==> config.mk <==
export PLATFORM = sky130hd
export DESIGN_NAME = lpl_latch_updater
export DESIGN_NICKNAME = d
export VERILOG_FILES = /design/src/rtl/lpl_pkg.sv /design/src/rtl/lpl_deck_stage.sv /design/src/rtl/lpl_data_latch.sv /design/src/rtl/lpl_route_latch.sv /design/src/rtl/lpl_latch_updater.sv
export SDC_FILE = /design/constraint.sdc
export NUM_CORES = 1
export LEC_CHECK = 0
export BUFFER_PORTS_ARGS = -buffer_cell sky130_fd_sc_hd__buf_4
export CAP_MARGIN = 20
export CELL_PAD_IN_SITES_DETAIL_PLACEMENT = 0
export CELL_PAD_IN_SITES_GLOBAL_PLACEMENT = 2
export CORE_ASPECT_RATIO = 1.25
export CORE_MARGIN = 1
export CORE_UTILIZATION = 32
export DETAILED_ROUTE_END_ITERATION = 8
export GPL_TIMING_DRIVEN = 0
export MAX_ROUTING_LAYER = met4
export PLACE_DENSITY_LB_ADDON = 0.15
export SYNTH_ARGS = -nofsm -noshare
export SYNTH_HDL_FRONTEND = slang
export SYNTH_HIERARCHICAL = 1
export SYNTH_SLANG_ARGS = --single-unit
==> constraint.sdc <==
create_clock -name clk -period 1.92 [get_ports clk]
set_input_delay 0.096 -clock clk [delete_from_list [all_inputs] [get_ports clk]]
set_output_delay 0.096 -clock clk [all_outputs]
set_load 0.02 [all_outputs]
==> src/rtl/lpl_pkg.sv <==
package lpl_pkg;
  typedef enum logic [1:0] {
    OP_SHIFT = 2'b00,
    OP_SET   = 2'b01,
    OP_MOVE  = 2'b10,
    OP_NONE  = 2'b11
  } op_e;

  localparam logic [1:0] ROUTE_KEEP = 2'b00;
  localparam logic [1:0] ROUTE_IMM  = 2'b01;
  localparam logic [1:0] ROUTE_DATA = 2'b10;

  localparam int TGT_DL_ZERO = 0;
  localparam int TGT_DL_ONES = 1;
  localparam int TGT_ACK     = 2;
endpackage

==> src/rtl/lpl_deck_stage.sv <==
module lpl_deck_stage
  import lpl_pkg::*;
#(
  parameter int INSN_W  = 26,
  parameter int WORD_W  = 37,
  parameter int SHIFT_W = 19,
  parameter int IMM_W   = 13,
  localparam int TGT_W  = INSN_W - 2 - SHIFT_W
) (
  input  logic              clk,
  input  logic              rst_n,
  input  logic              deck_load,
  input  logic [INSN_W-1:0] insn_in,
  input  logic              exec_fire,
  output op_e               od_op,
  output logic [TGT_W-1:0]  od_tgt,
  output logic [1:0]        od_route,
  output logic              od_cap,
  output logic [WORD_W-1:0] od_lit,
  output logic              act
);
  logic od_full;

  function automatic logic [WORD_W-1:0] extend_literal(input logic [INSN_W-1:0] w);
    logic [WORD_W-1:0] r;
    r = '0;
    if (op_e'(w[INSN_W-1 -: 2]) == OP_SHIFT)
      r[SHIFT_W-1:0] = w[SHIFT_W-1:0];
    else if (op_e'(w[INSN_W-1 -: 2]) == OP_SET &&
             w[INSN_W-3 -: TGT_W] == TGT_W'(TGT_DL_ONES))
      r = {{(WORD_W-IMM_W){1'b1}}, w[IMM_W-1:0]};
    else
      r[IMM_W-1:0] = w[IMM_W-1:0];
    return r;
  endfunction

  assign act = exec_fire && od_full;

  always_ff @(posedge clk) begin
    if (!rst_n) begin
      od_full  <= 1'b0;
      od_op    <= OP_NONE;
      od_tgt   <= '0;
      od_route <= ROUTE_KEEP;
      od_cap   <= 1'b0;
      od_lit   <= '0;
    end else begin
      if (deck_load) begin
        od_full  <= 1'b1;
        od_op    <= op_e'(insn_in[INSN_W-1 -: 2]);
        od_tgt   <= insn_in[INSN_W-3 -: TGT_W];
        od_route <= insn_in[IMM_W+1:IMM_W];
        od_cap   <= insn_in[IMM_W+2];
        od_lit   <= extend_literal(insn_in);
      end else if (act) begin
        od_full <= 1'b0;
      end
    end
  end

  assert_deck_fills_R11: assert property (@(posedge clk) disable iff (!rst_n)
    deck_load |=> od_full);
  assert_fire_once_R11: assert property (@(posedge clk) disable iff (!rst_n)
    (act && !deck_load) |=> !act);
endmodule

==> src/rtl/lpl_data_latch.sv <==
module lpl_data_latch #(
  parameter int WORD_W  = 37,
  parameter int SHIFT_W = 19,
  localparam int KEEP_W = WORD_W - SHIFT_W
) (
  input  logic              clk,
  input  logic              rst_n,
  input  logic              ev_shift,
  input  logic              ev_load_lit,
  input  logic              ev_capture,
  input  logic [WORD_W-1:0] lit,
  input  logic [WORD_W-1:0] data_in,
  output logic [WORD_W-1:0] q
);
  function automatic logic [WORD_W-1:0] shift_in(input logic [WORD_W-1:0] old,
                                                  input logic [SHIFT_W-1:0] chunk);
    return {old[KEEP_W-1:0], chunk};
  endfunction

  always_ff @(posedge clk) begin
    if (!rst_n)           q <= '0;
    else if (ev_shift)    q <= shift_in(q, lit[SHIFT_W-1:0]);
    else if (ev_load_lit) q <= lit;
    else if (ev_capture)  q <= data_in;
  end

  assert_dl_hold_R6: assert property (@(posedge clk) disable iff (!rst_n)
    !(ev_shift || ev_load_lit || ev_capture) |=> $stable(q));
  assert_dl_carry_R2: assert property (@(posedge clk) disable iff (!rst_n)
    ev_shift |=> q[WORD_W-1:SHIFT_W] == $past(q[KEEP_W-1:0]));
  assert_dl_single_R12: assert property (@(posedge clk) disable iff (!rst_n)
    $onehot0({ev_shift, ev_load_lit, ev_capture}));
endmodule

==> src/rtl/lpl_route_latch.sv <==
module lpl_route_latch #(
  parameter int W = 13
) (
  input  logic         clk,
  input  logic         rst_n,
  input  logic         load,
  input  logic [W-1:0] value,
  output logic [W-1:0] q
);
  always_ff @(posedge clk) begin
    if (!rst_n)    q <= '0;
    else if (load) q <= value;
  end

  assert_route_hold_R9: assert property (@(posedge clk) disable iff (!rst_n)
    !load |=> $stable(q));
  assert_route_load_R7: assert property (@(posedge clk) disable iff (!rst_n)
    load |=> q == $past(value));
endmodule

==> src/rtl/lpl_latch_updater.sv <==
module lpl_latch_updater
  import lpl_pkg::*;
#(
  parameter int INSN_W  = 26,
  parameter int WORD_W  = 37,
  parameter int SHIFT_W = 19,
  parameter int IMM_W   = 13,
  parameter int ROUTE_W = 13,
  localparam int TGT_W  = INSN_W - 2 - SHIFT_W
) (
  input  logic               clk,
  input  logic               rst_n,
  input  logic               deck_load,
  input  logic [INSN_W-1:0]  insn_in,
  input  logic               exec_fire,
  input  logic [WORD_W-1:0]  data_in,
  output logic [WORD_W-1:0]  data_latch,
  output logic [ROUTE_W-1:0] route_latch,
  output logic [ROUTE_W-1:0] ack_route_latch
);
  op_e               od_op;
  logic [TGT_W-1:0]  od_tgt;
  logic [1:0]        od_route;
  logic              od_cap;
  logic [WORD_W-1:0] od_lit;
  logic              act;

  lpl_deck_stage #(.INSN_W(INSN_W), .WORD_W(WORD_W), .SHIFT_W(SHIFT_W), .IMM_W(IMM_W)) u_deck (
    .clk(clk), .rst_n(rst_n), .deck_load(deck_load), .insn_in(insn_in),
    .exec_fire(exec_fire), .od_op(od_op), .od_tgt(od_tgt), .od_route(od_route),
    .od_cap(od_cap), .od_lit(od_lit), .act(act)
  );

  logic ev_shift, ev_load_lit, ev_set_ack, ev_capture, ev_route_imm, ev_route_data;
  logic [ROUTE_W-1:0] route_next;

  assign ev_shift      = act && od_op == OP_SHIFT;
  assign ev_load_lit   = act && od_op == OP_SET &&
                         (od_tgt == TGT_W'(TGT_DL_ZERO) || od_tgt == TGT_W'(TGT_DL_ONES));
  assign ev_set_ack    = act && od_op == OP_SET && od_tgt == TGT_W'(TGT_ACK);
  assign ev_capture    = act && od_op == OP_MOVE && od_cap;
  assign ev_route_imm  = act && od_op == OP_MOVE && od_route == ROUTE_IMM;
  assign ev_route_data = act && od_op == OP_MOVE && od_route == ROUTE_DATA;
  assign route_next    = ev_route_data ? data_in[WORD_W-1 -: ROUTE_W] : od_lit[ROUTE_W-1:0];

  lpl_data_latch #(.WORD_W(WORD_W), .SHIFT_W(SHIFT_W)) u_data (
    .clk(clk), .rst_n(rst_n), .ev_shift(ev_shift), .ev_load_lit(ev_load_lit),
    .ev_capture(ev_capture), .lit(od_lit), .data_in(data_in), .q(data_latch)
  );

  lpl_route_latch #(.W(ROUTE_W)) u_route (
    .clk(clk), .rst_n(rst_n), .load(ev_route_imm || ev_route_data),
    .value(route_next), .q(route_latch)
  );

  lpl_route_latch #(.W(ROUTE_W)) u_ack (
    .clk(clk), .rst_n(rst_n), .load(ev_set_ack),
    .value(od_lit[ROUTE_W-1:0]), .q(ack_route_latch)
  );

  assert_class_excl_R12: assert property (@(posedge clk) disable iff (!rst_n)
    $onehot0({ev_shift, ev_load_lit, ev_set_ack, ev_capture || ev_route_imm || ev_route_data}));
  assert_dispatch_route_R8: assert property (@(posedge clk) disable iff (!rst_n)
    ev_route_data |=> route_latch == $past(data_in[WORD_W-1 -: ROUTE_W]));
  assert_idle_R6: assert property (@(posedge clk) disable iff (!rst_n)
    !exec_fire |=> ($stable(data_latch) && $stable(route_latch) && $stable(ack_route_latch)));
endmodule

After elaboration in Yosys (flattened, before gate mapping) --
Cells that the tools add are included.
Word-level totals: register bits after elaboration 111, bits in latches 0, bits in writable memories 0, ROM bits 0, word-level logic and storage cells 43, memories 0
Operators by class: $add $sub $neg 0, multipliers 0, div/mod/pow operators 0, $lt $le $gt $ge 0, eq/ne operators 8, shifts and indexed selects 0, multiplexer cells 9, bitwise operators 0, reduce and logical (&&, ||, !) cells 17
Operator list (number):
- two-way mux 37 bit | 3
- two-way mux 24 bit | 1
- two-way mux 19 bit | 1
- two-way mux 18 bit | 1
- two-way mux 13 bit | 1
- equality test 5 x 1 -> 1 bit (second input constant) | 2
- logical AND 1 bit | 10
- equality test 2 x 1 -> 1 bit (second input constant) | 3
- equality test 5 x 2 -> 1 bit (second input constant) | 1
- zero test 5 bit | 1
- equality test 2 bit (second input constant) | 2
- zero test 2 bit | 2
- nonzero test 3 bit | 1
- logical OR 1 bit | 2
- two-way mux 1 bit | 2
- nonzero test 2 bit | 1

Depth between registers and ports, before layout --
Gate-level depths: netlist (run 1).
word-level depth 6, mapped depth 10, depth with buffers taken out 7

Cells and area by module --
Netlist (run 1), hierarchy kept.
Modules (own cells, without submodules):
- lpl_data_latch | instances 1, cells an instance 226, area each 1963.1 sq um, seq. area each 740.7 sq um
- lpl_deck_stage | instances 1, cells an instance 129, area each 1330.0 sq um, seq. area each 620.6 sq um
- lpl_route_latch | instances 2, cells an instance 42, area each 506.7 sq um, seq. area each 260.2 sq um
- lpl_latch_updater | instances 1, cells an instance 25, area each 297.8 sq um, seq. area each 0.0 sq um

Worst setup path before layout (run 1) --
No wires, ideal clock.
kind reg2reg, start point register u_deck.od_full, end point register u_data.q[10], setup time 116 ps, arrival time 1659 ps, required time 1804 ps, path slack 145 ps, stages on the path, launching flop included 10, buffers on the path 3, path through dfxtp_1 and2_1 nor4b_1 nand3b_1 nor2_1 buf_6 nor2_1 buf_2 buf_4 o211a_1
Between the ends: cells in the longest elaborated chain, start to end 5, elaborated cells on any way between the ends 9, classes of those cells mux (2); reduce/logical (7)
Ends and longest elaborated chain:
- start, declared | line lpl_deck_stage.sv:22 | logic od_full;
- start signal, assigned | line lpl_deck_stage.sv:41 | od_full <= 1'b0;
- start signal, assigned | line lpl_deck_stage.sv:49 | od_full <= 1'b1;
- start signal, assigned | line lpl_deck_stage.sv:56 | od_full <= 1'b0;
- logical AND 1 bit (*) | line lpl_deck_stage.sv:37 | assign act = exec_fire && od_full;
- via act | line lpl_latch_updater.sv:26 | logic act;
- logical AND 1 bit (*) (2 in a row) | line lpl_latch_updater.sv:38 | assign ev_load_lit = act && od_op == OP_SET &&
- via ev_load_lit | line lpl_latch_updater.sv:34 | logic ev_shift, ev_load_lit, ev_set_ack, ev_capture, ev_route_imm, ev_route_data;
- two-way mux 37 bit | line lpl_data_latch.sv:23 | else if (ev_load_lit) q <= lit;
- two-way mux 37 bit | line lpl_data_latch.sv:22 | else if (ev_shift) q <= shift_in(q, lit[SHIFT_W-1:0]);
- end signal, assigned | line lpl_data_latch.sv:22
- end signal, assigned | line lpl_data_latch.sv:23
- end signal, assigned | line lpl_data_latch.sv:24 | else if (ev_capture) q <= data_in;
- end, declared | line lpl_data_latch.sv:13 | output logic [WORD_W-1:0] q
Mark *: on every way through the listed nets, which the timed path passes. The rest lies on a longest branch. A chain may end at the register's enable or synchronous reset.

Final worst setup path (run 1) --
start point register u_deck.od_full, end point register u_data.q[22]
Same word-level chain as after synthesis.

==> results of run 1 <==
-- worst max path at each step --
stage | endpoint | depth (start not counted) | start | slack [ns]
finish | u_data/q[22]$_SDFFE_PN0P_ | 9 | u_deck/od_full$_SDFFE_PN0P_ | 0.09
global route | u_ack/q[1]$_SDFFE_PN0P_ | 8 | u_deck/od_full$_SDFFE_PN0P_ | -0.04
floorplan | u_data/q[10]$_SDFFE_PN0P_ | 9 | u_deck/od_full$_SDFFE_PN0P_ | 0.14
CTS | u_data/q[18]$_SDFFE_PN0P_ | 9 | u_deck/od_full$_SDFFE_PN0P_ | 0.01
detailed placement | u_data/q[18]$_SDFFE_PN0P_ | 9 | u_deck/od_full$_SDFFE_PN0P_ | -0.19
global placement | u_data/q[18]$_SDFFE_PN0P_ | 9 | u_deck/od_full$_SDFFE_PN0P_ | -0.14
-- per-stage QoR --
step	setup TNS [ns]	total power, uW	cells
after floorplan	0	2282	464
after global placement	-2.359	2496	768
after detailed placement	-3.646	2499	768
after CTS	0	4377	790
after global routing	-0.2316	4506	794
final	0	4337	794
-- state kept, by name, indices dropped and copies added (netlist names) --
register         cells
u_deck/od_cap        1
u_deck/od_op         2
u_deck/od_lit       20
u_deck/od_route      2
u_route/q           13
u_ack/q             13
u_data/q            37
u_deck/od_full       1
u_deck/od_tgt        5
-- Yosys cell counts (all sizes together) (4+ instances only) --
master  instances
a21boi          5
a21oi          18
a221o          17
a31oi           6
buf            38
clkbuf         14
dfxtp          94
inv            19
mux2           13
mux2i          68
nand2          41
nor2           22
nor2b          52
nor3b           4
o211a          19
o21ai          20
-- cells by family after synthesis --
group	Yosys count	share of synthesized area (%)
buffers and inverters	72	11.06
DFF	94	40.87
AOI/OAI and AO/OA	87	14.02
and+or+nand+nor	129	15.08
xor gates and xnor gates	1	0.1903
muxes	81	18.78
-- report_power, final --
part           internal (uW)  total (uW)  switching [uW]
logic                    235         415             180
clock network           1030        1870             836
registers               2000        2060            56.5
-- final cells by class --
cell class	instances	share of cell area [%]
flip-flops and latches	94	29.91
clock buffers	9	3.575
multi-input cells	298	36.29
clock inverters	7	1.311
inverters	19	1.132
repair buffers	139	17.06
well taps	175	3.476
plain buffers	53	7.249
-- what timing repair did --
item | in CTS | in global routing
gates resized for setup | 3 | 30
hold buffers | 4 | 0
gates cloned | 0 | 1
hold endpoints to repair | 4 | 0
setup buffers | 2 | 3
pin swaps | 1 | 19
setup endpoints to repair | 38 | 39
-- worst max-delay path, stage by stage, from the launching register on --
cell and delay [ns]:
dfxtp_2 0.32, and2_4 0.16, nor4b_4 0.18, nand3b_1 0.17
nor2_4 0.15, buf_6 0.16, clkbuf_16 0.16, nor2_1 0.04
a221o_1 0.32, a21oi_2 0.11
-- layer usage --
metal	vias to the layer above	global-route usage, %	share of wire [%]
met5	-	-	0
met3	12	3.500	4.9
met2	90	30.40	49
li1	1883	-	-
met1	1720	24.20	45
met4	0	5.333	1.3
==> impl_metrics.env, run 1 <==
export IMPL_startpoint_type="register"
export IMPL_vias_per_cell=4.666
export IMPL_critPathArrivalTime_ns=2.11
export IMPL_htreeDepth=3
export IMPL_timing_rr_end="u_data/q[22]$_SDFFE_PN0P_"
export IMPL_synthesis_nets=531
export IMPL_rsz0062_at_grt="true"
export IMPL_cts_root_buffer="clkbuf_16"
export IMPL_clk_pin_slew_ns=0.07
export IMPL_start_util_pct=33.05
export IMPL_grt_pass1_vias=3702
export IMPL_mostFrequentLayoutCells="buf_4, dfxtp_1, mux2i_1"
export IMPL_clock_sinks=94
export IMPL_n_fill_cell=1379
export IMPL_rr_startpoint="u_deck/od_full$_SDFFE_PN0P_"
export IMPL_area_delta_synth_final_pct=36.82
export IMPL_wl_mm=13.37
export IMPL_critical_path_required_ns=2.20
export IMPL_synth_top_area_share_pct=40.87
export IMPL_cap_violations=0
export IMPL_clockBufferDepth=2
export IMPL_drc=0
export IMPL_hold_end="u_deck/od_lit[10]$_SDFFE_PN0P_"
export IMPL_async_flop_share_pct=0
export IMPL_power_density_mw_per_mm2=688.4
export IMPL_status="complete, no violations"
export IMPL_synth_yosys_seq_area_share_pct=40.87
export IMPL_io_pins=130
export IMPL_gp_congestion=0.7742
export IMPL_rrSetupSlack_ns=0.09
export IMPL_grt_max_degree=20
export IMPL_hold_ws_ns=0.009810
export IMPL_vias=3705
export IMPL_die_area_mm2=0.01488
export IMPL_insertion_delay_ns=0.34
export IMPL_synth_distinct_cells=37
export IMPL_synth_area_per_cell_um2=9.923
export IMPL_design_area_mm2=0.006300
export IMPL_grt_first_pass_wirelength_mm=20.46
export IMPL_slew_viol_final=0
export IMPL_cts_tree="yes"
export IMPL_whs_path_depth=3
export IMPL_hpwl_mm=10.23
export IMPL_ys_top_cells_by_area="dfxtp_1, mux2i_1, nor2b_1, o211a_1, buf_4"
export IMPL_slew_headroom_pct=48.24
export IMPL_critPathCaptureType="register"
export IMPL_setup_slack_ns=0.08989
export IMPL_ys_ff_latch=94
export IMPL_port_buffers=129
export IMPL_die_x_um=109.3
export IMPL_rows=48
export IMPL_worstSetupPathType="register to register"
export IMPL_drive_above_1_share_pct=37.00
export IMPL_ant_nets=0
export IMPL_drt_initial_drc_count=92
export IMPL_wl_per_cell_um=16.84
export IMPL_dp_slack_ns=-0.1878
export IMPL_worstHoldStart="insn_in[10]"
export IMPL_skew_ns=0.006985
export IMPL_r2r_cells=9
export IMPL_multiInputGateArea_mm2=0.002286
export IMPL_grt_use_total_pct=18.95
export IMPL_cts_made_buffers=9
export IMPL_max_clock_freq_mhz=546.4
export IMPL_synth_ff_type="dfxtp_1"
export IMPL_synth_largest_area_cell="dfxtp_1"
export IMPL_dr_pass1_iters=5
export IMPL_seq_area_mm2=0.001884
export IMPL_yosys_warnings=6
export IMPL_p_leak_uw=0.002818
export IMPL_cp_max_fo=6
export IMPL_finalHoldViolations=0
export IMPL_synth_cells=464
export IMPL_die_height_um=136.1
export IMPL_worstMarginPinSlew_ns=0.7754
export IMPL_fin_crit_sh_pct=95.32
export IMPL_hold_class="input pin to register"
export IMPL_peakVddDrop_mv=0.4703
export IMPL_insertedDiodeCount=0
export IMPL_finalSetupViolations=0
export IMPL_nets=681
export IMPL_syn_area_mm2=0.004604
export IMPL_placed_area_mm2=0.005792
export IMPL_synth_edf_count=0
export IMPL_final_common_cell="buf_4"
export IMPL_postLayoutCoreUtil_pct=45.21
export IMPL_core_area_mm2=0.01393
export IMPL_min_period_ns=1.830
export IMPL_antenna_found_initial=0
export IMPL_overflow=0
Note: power is estimated with default switching activity, not from simulation.
==> run 2, diff against run 1 <==
Settings changed: CORE_ASPECT_RATIO 1.25 to unset.
==> impl_metrics.env, run 2 (synthesized netlist as in run 1, its figures left out) <==
export IMPL_wl_mm=13.64
export IMPL_critPathMaxStageDelay_ns=0.32
export IMPL_cts_tree="yes"
export IMPL_skew_ns=0.005921
export IMPL_rows=43
export IMPL_vias=3754
export IMPL_crit_slowest_cell="dfxtp_2"
export IMPL_cp_cell_sequence="and2_4 -> nor4b_4 -> nand3b_1 -> nor2_2 -> buf_6 -> clkbuf_16 -> nor2_1 -> a221o_1 -> a21oi_1"
export IMPL_critPathArrivalTime_ns=2.14
export IMPL_cts_root_buffer="clkbuf_16"
export IMPL_worstMarginPinSlew_ns=0.7777
export IMPL_port_buffers=129
export IMPL_slew_viol_final=0
export IMPL_critical_path_required_ns=2.20
export IMPL_final_common_cell="buf_4"
export IMPL_cap_violations=0
export IMPL_rsz0062_at_grt="true"
export IMPL_p_leak_uw=0.002837
export IMPL_power_density_mw_per_mm2=678.0
export IMPL_hpwl_mm=10.19
export IMPL_overflow=0
export IMPL_start_util_pct=33.04
export IMPL_max_clock_freq_mhz=536.3
export IMPL_clk_pin_slew_ns=0.07
export IMPL_vias_per_cell=4.681
export IMPL_grt_pass1_vias=3572
export IMPL_grt_use_total_pct=18.98
export IMPL_cts_made_buffers=9
export IMPL_regMostFlops="u_data/q"
export IMPL_clock_sinks=94
export IMPL_reg_top3="u_data/q (37), u_deck/od_lit (20)"
export IMPL_io_pins=130
export IMPL_clockBufferDepth=2
export IMPL_mostFrequentLayoutCells="buf_4, dfxtp_1, mux2i_1"
export IMPL_nets=685
export IMPL_htreeDepth=3
export IMPL_status="complete, no violations"
export IMPL_cp_max_fo=8
export IMPL_report_power_total_uw=4279
export IMPL_placed_area_mm2=0.005798
export IMPL_wl_per_cell_um=17.00
export IMPL_gp_congestion=0.8034
export IMPL_grt_first_pass_wirelength_mm=20.22
export IMPL_hold_ws_ns=0.01221
export IMPL_die_x_um=122.0
export IMPL_drive_above_1_share_pct=36.01
export IMPL_peakVddDrop_mv=0.4661
export IMPL_hold_class="input pin to register"
export IMPL_grt_max_degree=20
export IMPL_largest_reg_flops=37
export IMPL_finalHoldViolations=0
export IMPL_insertedDiodeCount=0
export IMPL_dr_pass1_iters=4
export IMPL_startpoint_type="register"
export IMPL_drc=0
export IMPL_fin_crit_sh_pct=97.12
export IMPL_finalSetupViolations=0
export IMPL_antenna_found_initial=0
export IMPL_rrSetupSlack_ns=0.06
export IMPL_design_area_mm2=0.006311
export IMPL_min_period_ns=1.865
export IMPL_area_delta_synth_final_pct=37.07
export IMPL_insertion_delay_ns=0.34
export IMPL_drt_initial_drc_count=156
export IMPL_die_height_um=122.0
export IMPL_ant_nets=0
export IMPL_worstSetupPathType="register to register"
export IMPL_die_area_mm2=0.01487
export IMPL_core_area_mm2=0.01393
export IMPL_critPathCaptureType="register"
export IMPL_slew_headroom_pct=48.09
[run 2: cell count changes in the layout (fill, tap and decap cells not counted), moves of 2 or more]
cell	change
nor2_1	+6
nor2_4	-2
a21oi_1	+2
nor2_2	-4
a21oi_2	-2
buf_4	+3
[run 2: through the flow]
stage | setup WS (ns) | setup TNS (ns) | cells | utilization, %
global placement | -0.1448 | -2.824 | 773 | 41.61
detailed placement | -0.1667 | -3.309 | 773 | 41.61
CTS | 0.001397 | 0 | 796 | 44.37
floorplan | 0.1446 | 0 | 464 | -
finish | 0.05525 | 0 | 802 | 45.29
global route | -0.01723 | -0.03003 | 802 | 45.29
[run 2: timing repair]
action                                  4_1_cts  5_1_grt
hold buffers                                  5        0
buffers inserted                              3        5
pin swaps                                     1        7
hold endpoints to repair                      5        0
endpoints found under the setup margin       37       26
gates cloned                                  0        1
gates resized for setup                       4       18
[run 2: layout make-up]
cell class / count / area, um2
timing repair buffer: 143 / 1116
multi-input combinational: 298 / 2258
inverter: 19 / 71.32
sequential: 94 / 1884
tap: 180 / 225.2
clock buffer: 10 / 239.0
fill: 1366 / 7624
clock inverter: 5 / 60.06
buffer: 53 / 456.7
[run 2: critical path, delay by kind of cell (launching register included)]
kind / cells / cell delay, ns
AOI/OAI and AO/OA: 2 / 0.43
buffers and inverters: 2 / 0.34
DFF: 1 / 0.32
and+or+nand+nor: 5 / 0.72
[run 2: worst paths after layout]
check | from | to | cells past startpoint
worst max-delay path | u_deck/od_full$_SDFFE_PN0P_ | u_data/q[29]$_SDFFE_PN0P_ | 9
worst min-delay path | insn_in[7] | u_deck/od_lit[7]$_SDFFE_PN0P_ | 3
worst max register to register | u_deck/od_full$_SDFFE_PN0P_ | u_data/q[29]$_SDFFE_PN0P_ | 9
worst min register to register | u_data/q[14]$_SDFFE_PN0P_ | u_data/q[33]$_SDFFE_PN0P_ | 2
[run 2: metal layers]
metal | part of all wire [%] | vias up | GRT usage [%]
met5 | 0 | - | -
met4 | 0.95 | 0 | 4.244
met3 | 6.0 | 8 | 5.103
met2 | 45 | 99 | 27.90
met1 | 48 | 1756 | 25.78
li1 | - | 1891 | -
[run 2: power breakdown]
part,internal (uW),switching [uW],total [uW]
logic,238,180,418
clock network,1040,763,1800
registers,2000,57.1,2060
total,3280,1000,4280
